===== src/rtl/sup_pkg.sv =====
package sup_pkg;

  typedef enum logic [2:0] {
    MODE_OFF     = 3'd0,
    MODE_REQ     = 3'd1,
    MODE_NORMAL  = 3'd2,
    MODE_STANDBY = 3'd3,
    MODE_SLEEP   = 3'd4,
    MODE_STOP    = 3'd5
  } sup_mode_e;

  localparam int ADDR_W = 2;
  localparam logic [ADDR_W-1:0] ADDR_MODECTL = 2'd0;
  localparam logic [ADDR_W-1:0] ADDR_WDCFG   = 2'd1;

endpackage


===== src/rtl/sup_req_timer.sv =====
module sup_req_timer #(
  parameter int LIMIT = 350
) (
  input  logic clk,
  input  logic rst,
  input  logic clear,
  input  logic run,
  input  logic tick,
  output logic expire
);
  localparam int CNT_W = $clog2(LIMIT + 1);
  localparam logic [CNT_W-1:0] LAST = CNT_W'(LIMIT - 1);

  logic [CNT_W-1:0] cnt_q;

  assign expire = run && tick && (cnt_q == LAST);

  always_ff @(posedge clk) begin
    if (rst || clear || expire) begin
      cnt_q <= '0;
    end else if (run && tick) begin
      cnt_q <= cnt_q + 1'b1;
    end
  end
endmodule


===== src/rtl/sup_reset_gen.sv =====
module sup_reset_gen #(
  parameter int DUR = 20
) (
  input  logic clk,
  input  logic rst,
  input  logic tick,
  input  logic trig,
  input  logic set_por,
  input  logic vdd_ok,
  input  logic vdd_low,
  input  logic sleep_next,
  output logic rst_n,
  output logic hold
);
  localparam int CNT_W = $clog2(DUR + 1);
  localparam logic [CNT_W-1:0] DUR_V = CNT_W'(DUR);

  logic             por_q, por_n;
  logic [CNT_W-1:0] cnt_q, cnt_n;

  always_comb begin
    if (set_por)     por_n = 1'b1;
    else if (vdd_ok) por_n = 1'b0;
    else             por_n = por_q;

    if (trig)                     cnt_n = DUR_V;
    else if (cnt_q != '0 && tick) cnt_n = cnt_q - 1'b1;
    else                          cnt_n = cnt_q;
  end

  assign hold = por_q || (cnt_q != '0);

  always_ff @(posedge clk) begin
    if (rst) begin
      por_q <= 1'b1;
      cnt_q <= '0;
      rst_n <= 1'b0;
    end else begin
      por_q <= por_n;
      cnt_q <= cnt_n;
      rst_n <= !(vdd_low || por_n || (cnt_n != '0) || sleep_next);
    end
  end
endmodule


===== src/rtl/sup_status.sv =====
module sup_status import sup_pkg::*; #(
  parameter int DATA_W = 8,
  parameter int PER_W  = 2
) (
  input  logic              clk,
  input  logic              rst,
  input  logic              bat_low,
  input  logic              rd_en,
  input  logic [ADDR_W-1:0] rd_addr,
  input  logic [2:0]        mode,
  input  logic [PER_W-1:0]  wd_period,
  input  logic              wd_window,
  output logic [DATA_W-1:0] rd_data,
  output logic              bat_flag
);
  logic [DATA_W-1:0] rd_n;
  logic              clr_rd;

  assign clr_rd = rd_en && (rd_addr == ADDR_MODECTL);

  always_comb begin
    rd_n = '0;
    if (rd_addr == ADDR_MODECTL) begin
      rd_n[2:0]        = mode;
      rd_n[DATA_W-1]   = bat_flag;
    end else if (rd_addr == ADDR_WDCFG) begin
      rd_n[PER_W-1:0]  = wd_period;
      rd_n[PER_W]      = wd_window;
    end
  end

  always_ff @(posedge clk) begin
    if (rst) begin
      bat_flag <= 1'b1;
      rd_data  <= '0;
    end else begin
      if (bat_low)     bat_flag <= 1'b1;
      else if (clr_rd) bat_flag <= 1'b0;
      if (rd_en)       rd_data  <= rd_n;
    end
  end
endmodule


===== src/rtl/sup_mode_seq.sv =====
module sup_mode_seq import sup_pkg::*; #(
  parameter int REQ_MS = 350,
  parameter int RST_MS = 20,
  parameter int DATA_W = 8,
  parameter int PER_W  = 2
) (
  input  logic              clk,
  input  logic              rst,
  input  logic              ms_tick,
  input  logic              vdd_low,
  input  logic              vdd_ok,
  input  logic              bat_low,
  input  logic              wdog_expire,
  input  logic              wr_en,
  input  logic [ADDR_W-1:0] wr_addr,
  input  logic [PER_W:0]    wr_data,
  input  logic              rd_en,
  input  logic [ADDR_W-1:0] rd_addr,
  input  logic              lp_valid,
  input  logic [2:0]        lp_mode,
  input  logic              wake,
  output logic [2:0]        mode,
  output logic              rst_n,
  output logic              reg_main_en,
  output logic              reg_aux_en,
  output logic              wd_load,
  output logic [PER_W-1:0]  wd_period,
  output logic              wd_window,
  output logic [DATA_W-1:0] rd_data
);
  sup_mode_e mode_q, mode_n;
  sup_mode_e lp_tgt;
  logic      cfg_wr, hold, req_expire, req_run, req_clear;
  logic      trig, set_por, load_n, lp_ok, wd_active;
  logic      bat_flag;

  assign lp_tgt    = sup_mode_e'(lp_mode);
  assign cfg_wr    = wr_en && (wr_addr == ADDR_WDCFG);
  assign wd_active = (mode_q == MODE_NORMAL) || (mode_q == MODE_STANDBY);
  assign req_run   = (mode_q == MODE_REQ) && !hold && !cfg_wr;
  assign req_clear = (mode_q != MODE_REQ) || cfg_wr;

  always_comb begin
    lp_ok = 1'b0;
    if (lp_valid) begin
      case (mode_q)
        MODE_NORMAL:  lp_ok = (lp_tgt == MODE_STANDBY) || (lp_tgt == MODE_SLEEP) ||
                              (lp_tgt == MODE_STOP);
        MODE_STANDBY: lp_ok = (lp_tgt == MODE_NORMAL) || (lp_tgt == MODE_SLEEP) ||
                              (lp_tgt == MODE_STOP);
        default:      lp_ok = 1'b0;
      endcase
    end
  end

  always_comb begin
    mode_n  = mode_q;
    trig    = 1'b0;
    set_por = 1'b0;
    load_n  = 1'b0;
    case (mode_q)
      MODE_OFF: mode_n = MODE_REQ;
      MODE_REQ: begin
        if (cfg_wr) begin
          mode_n = MODE_NORMAL;
          load_n = 1'b1;
        end else if (req_expire) begin
          trig = 1'b1;
        end
      end
      MODE_NORMAL, MODE_STANDBY: begin
        if (wdog_expire) begin
          trig   = 1'b1;
          mode_n = MODE_REQ;
        end else begin
          load_n = cfg_wr;
          if (lp_ok) mode_n = lp_tgt;
        end
      end
      MODE_SLEEP: begin
        if (wake) begin
          mode_n  = MODE_REQ;
          set_por = 1'b1;
        end
      end
      MODE_STOP: if (wake) mode_n = MODE_REQ;
      default:   mode_n = MODE_OFF;
    endcase
  end

  always_ff @(posedge clk) begin
    if (rst) begin
      mode_q      <= MODE_OFF;
      reg_main_en <= 1'b0;
      reg_aux_en  <= 1'b0;
      wd_load     <= 1'b0;
      wd_period   <= '0;
      wd_window   <= 1'b1;
    end else begin
      mode_q      <= mode_n;
      reg_main_en <= (mode_n != MODE_OFF) && (mode_n != MODE_SLEEP);
      reg_aux_en  <= (mode_n == MODE_NORMAL);
      wd_load     <= load_n;
      if (cfg_wr && mode_q == MODE_REQ) begin
        wd_period <= wr_data[PER_W-1:0];
        wd_window <= wr_data[PER_W];
      end
    end
  end

  assign mode = mode_q;

  sup_req_timer #(.LIMIT(REQ_MS)) u_req_timer (
    .clk    (clk),
    .rst    (rst),
    .clear  (req_clear),
    .run    (req_run),
    .tick   (ms_tick),
    .expire (req_expire)
  );

  sup_reset_gen #(.DUR(RST_MS)) u_reset_gen (
    .clk        (clk),
    .rst        (rst),
    .tick       (ms_tick),
    .trig       (trig),
    .set_por    (set_por),
    .vdd_ok     (vdd_ok),
    .vdd_low    (vdd_low),
    .sleep_next (mode_n == MODE_SLEEP),
    .rst_n      (rst_n),
    .hold       (hold)
  );

  sup_status #(.DATA_W(DATA_W), .PER_W(PER_W)) u_status (
    .clk       (clk),
    .rst       (rst),
    .bat_low   (bat_low),
    .rd_en     (rd_en),
    .rd_addr   (rd_addr),
    .mode      (mode_q),
    .wd_period (wd_period),
    .wd_window (wd_window),
    .rd_data   (rd_data),
    .bat_flag  (bat_flag)
  );
endmodule


===== config.mk =====
export PLATFORM = sky130hd
export DESIGN_NAME = sup_mode_seq
export DESIGN_NICKNAME = d
export VERILOG_FILES = /design/src/rtl/sup_pkg.sv /design/src/rtl/sup_req_timer.sv /design/src/rtl/sup_reset_gen.sv /design/src/rtl/sup_status.sv /design/src/rtl/sup_mode_seq.sv
export SDC_FILE = /design/constraint.sdc
export NUM_CORES = 1
export LEC_CHECK = 0
export CORE_MARGIN = 3
export CORE_UTILIZATION = 52
export CTS_CLUSTER_DIAMETER = 30
export DETAILED_ROUTE_END_ITERATION = 8
export PLACE_DENSITY = 0.92
export SETUP_SLACK_MARGIN = 0.15
export SLEW_MARGIN = 10
export SYNTH_ARGS = -nofsm -noshare
export SYNTH_HDL_FRONTEND = slang
export SYNTH_SLANG_ARGS = --single-unit

===== constraint.sdc =====
create_clock -name clk -period 6.6 [get_ports clk]
set_clock_uncertainty 0.05 [all_clocks]
set_input_delay 1.98 -clock clk [delete_from_list [all_inputs] [get_ports clk]]
set_output_delay 1.98 -clock clk [all_outputs]
set_load 0.05 [all_outputs]

==> run summary, run 1 <==
num rows - 19
Initial Util - 0.563
clock network fraction of total power - 0.211
design area - 0.00198 mm2
sw power - 0.190 mW
Ys Warns - 0
clk sinks - 30
Post-Syn Area - 0.00159 mm2
Critical Path AT - 4020 ps
commonest non-fill, non-tap cell in the layout - clkdlybuf4s50_1
Antenna Cells - 0
Routed WL - 3390 um
die width - 61.4 um
Post-synth EDFFs - 0
first-pass GRT wire length - 5530 um
Switching Fraction - 0.355
crit-path leading delay family - simple AND/OR/NAND/NOR gates
Worst R2R End - u_req_timer.cnt_q[5]
average routed wire per standard cell - 13.6 um
post-synthesis compound-gate area fraction - 0.182
r2r startpoint - u_reset_gen.cnt_q[0]
Post-Synth Simple-Gate Area - 0.265
CTS root buf - clkbuf_4
Yosys top cell by area - dfxtp_1
CP max-delay cell - clkdlybuf4s50_1
RSZ-0062 raised after global routing - no
final setup vio count - 0
vias per cell - 5.80
port buffer count - 34
placed cell area - 0.00192 mm2
static leakage - 0.746 nW
PnR worst setup slack - 2780 ps
Ports - 39
Core Area - 0.00283 mm2
CP Data Required Time - 6810 ps
P_int - 0.346 mW
Area Growth Syn to Fin - 24.0%
mux cell area share after synthesis - 0.0565
Clock transition at path regs - 90 ps
Worst setup SP type - input port
initial drt markers - 48
drt drc - 0
share of cells above drive strength 1 - 0.0594
CP startpoint - ms_tick
Primary FF master, synth - dfxtp_1
Post-synth ARST share - 0
TNS Setup - 0 ps
DRT Pass-1 Iters - 4
CTS tree - yes
Vias - 1,451
Slew @ Worst Pin - 884 ps
post-synth top area share - 0.377
Setup crit end kind - register
cts hold-fix bufs - 0
Syn Inst Count - 186
post-layout minimum cycle time - 3820 ps
post-synthesis adder-cell area fraction - 0.0314
initial antenna violation count - 0
Die Span Y - 61.4 um
slew margin rel. - 0.405
register-to-register path setup slack - 3980 ps
pwr/cell area - 271 mW/mm2
All-Layer GR Usage - 0.196
fmax - 262 MHz
Hold Violations, Final - 0
pre-CTS setup slack - 2470 ps
sequential share of power - 0.409
outcome - complete, no violations
CP Cell Sequence - clkdlybuf4s50_1, nand2b_1, or4_4, or4_1, a21oi_1
PostCTS Resize Cnt - 0
Detail Route Antenna Nets - 0
Max FO, Critical Path - 13
CP Depth - 5
crit-path max cell delay - 610 ps
Pins Over Slew Limit - 0
Bufs and invs on worst path - 1
Cell Count, Final, Fillers Out - 250
Worst Setup EP - u_req_timer.cnt_q[5]
Max IR drop VDD - 163 uV
Num CTS Buffers - 5
GP Congestion - 0.757
Inst Count DP - 242
Max-Cap Viols - 0
kind of critical path - input port to register
Post-Synth XOR/XNOR Area - 0.0220
most frequent cells in the layout - clkdlybuf4s50_1, dfxtp_1, nor2_1, a21oi_1, nand2_1
vias in the first global route - 1,350
crit share post-route - 0.578
Synth cell types - 49
Hold Crit Class - register to register
Yosys reg bits - 30
DP HPWL - 2520 um
Power Total - 0.536 mW
largest family of logic cells by synthesized area - simple AND/OR/NAND/NOR gates
Comb power frac - 0.381
FF-to-FF path depth - 6
die area - 0.00377 mm2
nets - 243
total gr overflow - 0
syn_area_per_cell - 8.57 um2
largest net degree at the start of global routing - 23
sequential fraction of the synthesis area - 0.377
post-CTS setup buffers - 0
Area contributors post-synth - dfxtp_1, mux2i_1, nor2_1
H-tree Lvls - 2
Clock Tree Buf Depth - 2
later-pin clock latency in the skew report - 320 ps
## synthesized netlist by cell type (all sizes together) (2+ instances only)
master / count
a211o: 3
buf: 6
nand2: 12
dfxtp: 30
or3b: 3
or3: 3
mux2i: 9
a21oi: 14
nand3: 6
o221ai: 2
inv: 9
and3: 3
and3b: 2
a21o: 2
a221o: 2
nor3b: 4
nor2: 21
clkbuf: 6
o21ai: 2
a31oi: 2
o31ai: 6
xnor2: 3
nor3: 3
ha: 4
nand2b: 2
or4: 7
## layer usage
metal	wire (um)	vias to the layer above	GRT usage
li1	-	740	-
met1	1540	669	0.248
met2	1650	38	0.316
met3	165	4	0.0545
met4	31	0	0.0818
met5	0	-	0
## cell families (layout without fill, tap and decap cells)
group	count (synthesis)	in the layout
compound gates	42	42
buf+inv	21	51
simple gates	75	75
mux	9	9
fa+ha+maj	4	4
other cells	1	4
flops	30	30
xor+xnor	4	4
## power by group through the flow
stage               clock network [mW]  logic [mW]  registers [mW]
detailed placement                   0       0.202           0.223
CTS                              0.116       0.203           0.219
finish                           0.113       0.204           0.219
floorplan                            0       0.147           0.233
global placement                     0       0.198           0.223
global route                     0.123       0.222           0.222
## worst min path at each step
stage,to,from,cells past startpoint
6_report,u_status.bat_flag,u_status.bat_flag,1
5_1_grt,u_status.rd_data[7],u_status.rd_data[7],2
4_1_cts,u_status.bat_flag,u_status.bat_flag,1
3_5_place_dp,u_status.bat_flag,u_status.bat_flag,1
3_3_place_gp,u_status.bat_flag,u_status.bat_flag,1
2_1_floorplan,u_status.bat_flag,u_status.bat_flag,1
## registers in the layout, summed over array words and instances (netlist names)
name / flops
mode: 3
reg_aux_en: 1
reg_main_en: 1
u_req_timer.cnt_q: 9
u_reset_gen.cnt_q: 5
u_reset_gen.por_q: 1
u_reset_gen.rst_n: 1
u_status.bat_flag: 1
u_status.rd_data: 4
wd_load: 1
wd_period: 2
wd_window: 1
## layout make-up
class,count,area [um2]
repair buffers,34,340
clock buffers,7,55.1
fillers,201,852
flip-flops and latches,30,601
inverters,9,33.8
clock inverters,1,5.00
well taps,31,38.8
multi-input cells,138,903
## stage by stage
step / util / hold slack (ps)
after detailed placement: 0.678 / 400
after floorplan: - / 386
after global placement: 0.678 / 394
after CTS: 0.699 / 422
final: 0.699 / 423
after global routing: 0.699 / 463
Note: power is estimated with default switching activity, not from simulation.
==> run 2, diff against run 1 <==
--- a/config.mk
+++ b/config.mk
@@ -6,10 +6,10 @@
 export NUM_CORES = 1
 export LEC_CHECK = 0
 export CORE_MARGIN = 3
-export CORE_UTILIZATION = 52
+export CORE_UTILIZATION = 49
 export CTS_CLUSTER_DIAMETER = 30
 export DETAILED_ROUTE_END_ITERATION = 8
-export PLACE_DENSITY = 0.92
+export PLACE_DENSITY = 0.88
 export SETUP_SLACK_MARGIN = 0.15
 export SLEW_MARGIN = 10
 export SYNTH_ARGS = -nofsm -noshare
==> constraint.sdc (replaced) <==
create_clock -name clk -period 3.85 [get_ports clk]
set_clock_uncertainty 0.05 [all_clocks]
set_input_delay 1.155 -clock clk [delete_from_list [all_inputs] [get_ports clk]]
set_output_delay 1.155 -clock clk [all_outputs]
set_load 0.05 [all_outputs]
==> run 2 against run 1 <==
Register-to-register slack got worse by 2800 ps. Non-clock buffer count increased by 2. Wire length grew 2.5%. Die area is 5.5% higher. Hold slack better by 5.1 ps. Global-route usage shrank 1.4 points. Sequential share of layout area shrank 1.2 points. Worst setup slack got worse by 1900 ps. Clock power increased to 3.0 times the previous value. Largest cell class unchanged. Largest power group unchanged.
==> run summary, run 2 (synthesis gave the netlist of run 1 again) <==
pwr/cell area - 521 mW/mm2
H-tree Lvls - 2
Vias - 1,468
Ports - 39
sequential share of power - 0.352
Num CTS Buffers - 5
clk sinks - 30
Layout Utilization - 0.669
share of cells above drive strength 1 - 0.0724
met1 wire length - 1550 um
CP Cell Sequence - clkdlybuf4s50_1, nand2b_1, or4_4, or4_1, a21oi_1
Top Layer Used - met4
port buffer count - 34
WL met3 - 247 um
RSZ-0062 raised after global routing - no
most frequent cells in the layout - clkdlybuf4s50_1, dfxtp_1, nor2_1, a21oi_1, nand2_1
crit-path max cell delay - 620 ps
All-Layer GR Usage - 0.182
CTS root buf - clkbuf_4
post-CTS setup buffers - 0
crit share post-route - 0.772
Pins Over Slew Limit - 0
Routed WL - 3470 um
DP HPWL - 2510 um
Initial Util - 0.518
crit-path leading delay family - simple AND/OR/NAND/NOR gates
Core Area - 0.00308 mm2
Clock transition at path regs - 100 ps
commonest non-fill, non-tap cell in the layout - clkdlybuf4s50_1
Hold Crit Class - register to register
cts hold-fix bufs - 0
vias in the first global route - 1,352
static leakage - 0.780 nW
Top reg by flops - u_req_timer.cnt_q
Filler Cells Inserted - 256
Inst Count DP - 257
r2r startpoint - u_reset_gen.cnt_q[0]
Worst R2R End - u_req_timer.cnt_q[7]
P_int - 0.728 mW
Slew @ Worst Pin - 535 ps
Critical Path AT - 3190 ps
hold endpoint - u_status.rd_data[7]
total gr overflow - 0
GP Congestion - 0.794
Bufs and invs on worst path - 1
sw power - 0.344 mW
Detail Route Antenna Nets - 0
Setup crit end kind - register
DRT Pass-1 Iters - 4
outcome - complete, no violations
hold wc startpoint - u_status.rd_data[7]
num rows - 20
die area - 0.00397 mm2
metal2 WL - 1630 um
placed cell area - 0.00195 mm2
CP max-delay cell - clkdlybuf4s50_1
max reg flops - 9
post-layout minimum cycle time - 2970 ps
Comb power frac - 0.336
vias per cell - 5.54
initial antenna violation count - 0
PostCTS Resize Cnt - 0
Clock Tree Buf Depth - 2
Worst setup SP type - input port
clock network fraction of total power - 0.312
Max IR drop VDD - 257 uV
kind of critical path - input port to register
register-to-register path setup slack - 1200 ps
CTS tree - yes
largest net degree at the start of global routing - 14
initial drt markers - 31
average routed wire per standard cell - 13.1 um
FF-to-FF path depth - 6
first-pass GRT wire length - 5850 um
Power Total - 1.07 mW
fmax - 336 MHz
drt drc - 0
Hold Violations, Final - 0
Max-Cap Viols - 0
die width - 63.0 um
nets - 245
Die Span Y - 63.0 um
worst hold stages - 2
Max FO, Critical Path - 13
CP Data Required Time - 4070 ps
Cell Count, Final, Fillers Out - 265
slew margin rel. - 0.639
later-pin clock latency in the skew report - 330 ps
Switching Fraction - 0.321
top flop regs - u_req_timer.cnt_q: 9 flops, u_reset_gen.cnt_q: 5 flops, u_status.rd_data: 4 flops
TNS Setup - 0 ps
Antenna Cells - 0
design area - 0.00206 mm2
Area Growth Syn to Fin - 29.2%
final setup vio count - 0
-- run 2: worst max path at each step --
stage,start,end,slack [ps],depth (start not counted)
floorplan,ms_tick,u_req_timer.cnt_q[4],990,6
global placement,ms_tick,u_req_timer.cnt_q[7],600,5
detailed placement,ms_tick,u_req_timer.cnt_q[5],530,5
CTS,mode[2],mode[2],850,1
global route,mode[2],mode[2],770,1
finish,ms_tick,u_req_timer.cnt_q[7],880,5
-- run 2: cell type report --
| class | count | area (um2) | share of cell area |
|---|---|---|---|
| multi-input cells | 138 | 903 | 0.439 |
| flip-flops and latches | 30 | 601 | 0.292 |
| repair buffers | 36 | 355 | 0.173 |
| clock inverters | 2 | 60.1 | 0.0292 |
| well taps | 44 | 55.1 | 0.0267 |
| clock buffers | 6 | 51.3 | 0.0249 |
| inverters | 9 | 33.8 | 0.0164 |
-- run 2: worst register-to-register path: cells and delay by family, from the launching register on --
family	cells	cell delay (ps)
simple gates	3	1700
flops	1	350
fa+ha+maj	1	240
compound gates	1	140
buf+inv	1	120
-- run 2: per-stage QoR --
stage               worst slack, ps  hold slack, ps
finish                          877             428
global route                    772             464
CTS                             847             428
detailed placement              533             409
global placement                598             393
floorplan                       987             386
-- run 2: metal layers --
layer / GRT usage / vias to the layer above
li1: - / 741
met5: 0 / -
met2: 0.302 / 46
met4: 0.0634 / 0
met1: 0.216 / 673
met3: 0.0647 / 8
-- run 2: power groups by stage --
stage          logic [mW]  clock network (mW)  registers [mW]
6_report            0.360               0.334           0.378
4_1_cts             0.357               0.339           0.376
3_5_place_dp        0.353                   0           0.383
2_1_floorplan       0.252                   0           0.399
3_3_place_gp        0.341                   0           0.380
5_1_grt             0.393               0.353           0.384
==> run 3, diff against run 2 <==
==> constraint.sdc (replaced) <==
create_clock -name clk -period 2.9 [get_ports clk]
set_clock_uncertainty 0.05 [all_clocks]
set_input_delay 0.87 -clock clk [delete_from_list [all_inputs] [get_ports clk]]
set_output_delay 0.87 -clock clk [all_outputs]
set_load 0.05 [all_outputs]
==> run 3 against run 2 <==
Register-to-register slack worse by 820 ps. Non-clock buffer count is 5 higher. Clock power decreased by 22%. Worst setup slack got worse by 630 ps. Final cell count increased by 1.9%. Global-route usage is 0.26 points lower. Combinational power grew 34%. Core utilization is 0.45 points lower. Critical path type is now register to primary output. Largest cell class unchanged.
==> run summary, run 3 (synthesis gave the netlist of run 1 again) <==
Hold Violations, Final - 0
num rows - 20
Routed WL - 3430 um
Layout Utilization - 0.665
share of cells above drive strength 1 - 0.0885
register-to-register path setup slack - 380 ps
pwr/cell area - 606 mW/mm2
Num CTS Buffers - 5
Fin Hold WS - 423 ps
nets - 250
Setup crit end kind - primary output
CP Data Required Time - 1980 ps
All-Layer GR Usage - 0.179
fmax - 377 MHz
Worst Setup EP - mode[1]
Initial Util - 0.518
static leakage - 0.781 nW
DRT Pass-1 Iters - 4
crit-path leading delay family - buffers and inverters
crit share post-route - 0.915
Antenna Cells - 0
DP HPWL - 2550 um
FF-to-FF path depth - 6
top flop regs - u_req_timer.cnt_q: 9 flops, u_reset_gen.cnt_q: 5 flops, u_status.rd_data: 4 flops
first-pass GRT wire length - 5800 um
Vias - 1,483
worst hold stages - 1
Sequential Area - 601 um2
outcome - complete, no violations
initial antenna violation count - 0
Worst R2R End - u_req_timer.cnt_q[7]
CP startpoint - mode[1]
Top reg by flops - u_req_timer.cnt_q
CTS tree - yes
later-pin clock latency in the skew report - 330 ps
post-CTS setup buffers - 0
slew margin rel. - 0.663
commonest non-fill, non-tap cell in the layout - clkdlybuf4s50_1
CP Depth - 1
most frequent cells in the layout - clkdlybuf4s50_1, dfxtp_1, nor2_1, a21oi_1, nand2_1
crit-path max cell delay - 870 ps
Detail Route Antenna Nets - 0
Bufs and invs on worst path - 1
Max FO, Critical Path - 12
vias per cell - 5.49
post-layout minimum cycle time - 2650 ps
initial drt markers - 43
die width - 63.0 um
CP Cell Sequence - clkdlybuf4s50_1
H-tree Lvls - 2
Hold Crit Class - register to register
Critical Path AT - 1730 ps
average routed wire per standard cell - 12.7 um
Area Growth Syn to Fin - 28.3%
CTS root buf - clkbuf_4
Pins Over Slew Limit - 0
Slew @ Worst Pin - 498 ps
multi-input logic area - 903 um2
Clock Tree Buf Depth - 2
r2r startpoint - u_reset_gen.cnt_q[0]
TNS Setup - 0 ps
clk sinks - 30
Die Span Y - 63.0 um
Max IR drop VDD - 290 uV
Ports - 39
vias in the first global route - 1,412
kind of critical path - register to primary output
Worst setup SP type - register
CP max-delay cell - clkdlybuf4s50_1
port buffer count - 34
Core Area - 0.00308 mm2
max reg flops - 9
Max-Cap Viols - 0
RSZ-0062 raised after global routing - no
Clock transition at path regs - 90 ps
final setup vio count - 0
die area - 0.00397 mm2
drt drc - 0
total gr overflow - 0
GP Congestion - 0.842
Filler Cells Inserted - 241
largest net degree at the start of global routing - 14
[run 3: cell types whose count changed in the layout (fill, tap and decap cells not counted), sizes merged]
cell and change:
buf +5, bufinv -2, clkbuf +1, clkinv +1
[run 3: routing by layer]
metal / GRT usage / up-vias / wire, um
li1: - / 750 / -
met1: 0.220 / 677 / 1600
met2: 0.289 / 50 / 1570
met3: 0.0594 / 6 / 216
met4: 0.0689 / 0 / 44
met5: 0 / - / 0
[run 3: where the power goes]
group	leakage, nW	switching [mW]	internal (mW)	total [mW]
logic	0.501	0.257	0.224	0.481
registers	0.244	0.0467	0.453	0.500
clock network	0.0353	0.143	0.117	0.260
total	0.781	0.446	0.794	1.24
[run 3: cell type report]
cell class                 count  area share
multi-input combinational    138       0.442
sequential                    30       0.294
timing repair buffer          41       0.192
clock buffer                   7      0.0269
tap                           44      0.0269
inverter                       9      0.0165
clock inverter                 1     0.00245
[run 3: worst min-delay path by stage]
stage,startpoint,slack [ps],end
after floorplan,u_status.bat_flag,390,u_status.bat_flag
final,u_status.bat_flag,420,u_status.bat_flag
after detailed placement,u_status.bat_flag,400,u_status.bat_flag
after CTS,u_status.bat_flag,420,u_status.bat_flag
after global placement,u_status.bat_flag,400,u_status.bat_flag
after global routing,u_status.bat_flag,460,u_status.bat_flag
[run 3: stage by stage]
stage,area [um2],setup WS [ps],std cells,power (mW)
finish,2050,245,270,1.24
global route,2050,170,270,1.32
CTS,2050,229,270,1.25
detailed placement,1990,28.1,262,0.978
global placement,1990,59.0,262,0.966
floorplan,1610,322,189,0.864
[run 3: timing repair]
item                       CTS  global route
setup endpoints to repair    0             1
resized for setup            0             0
hold buffers                 0             0
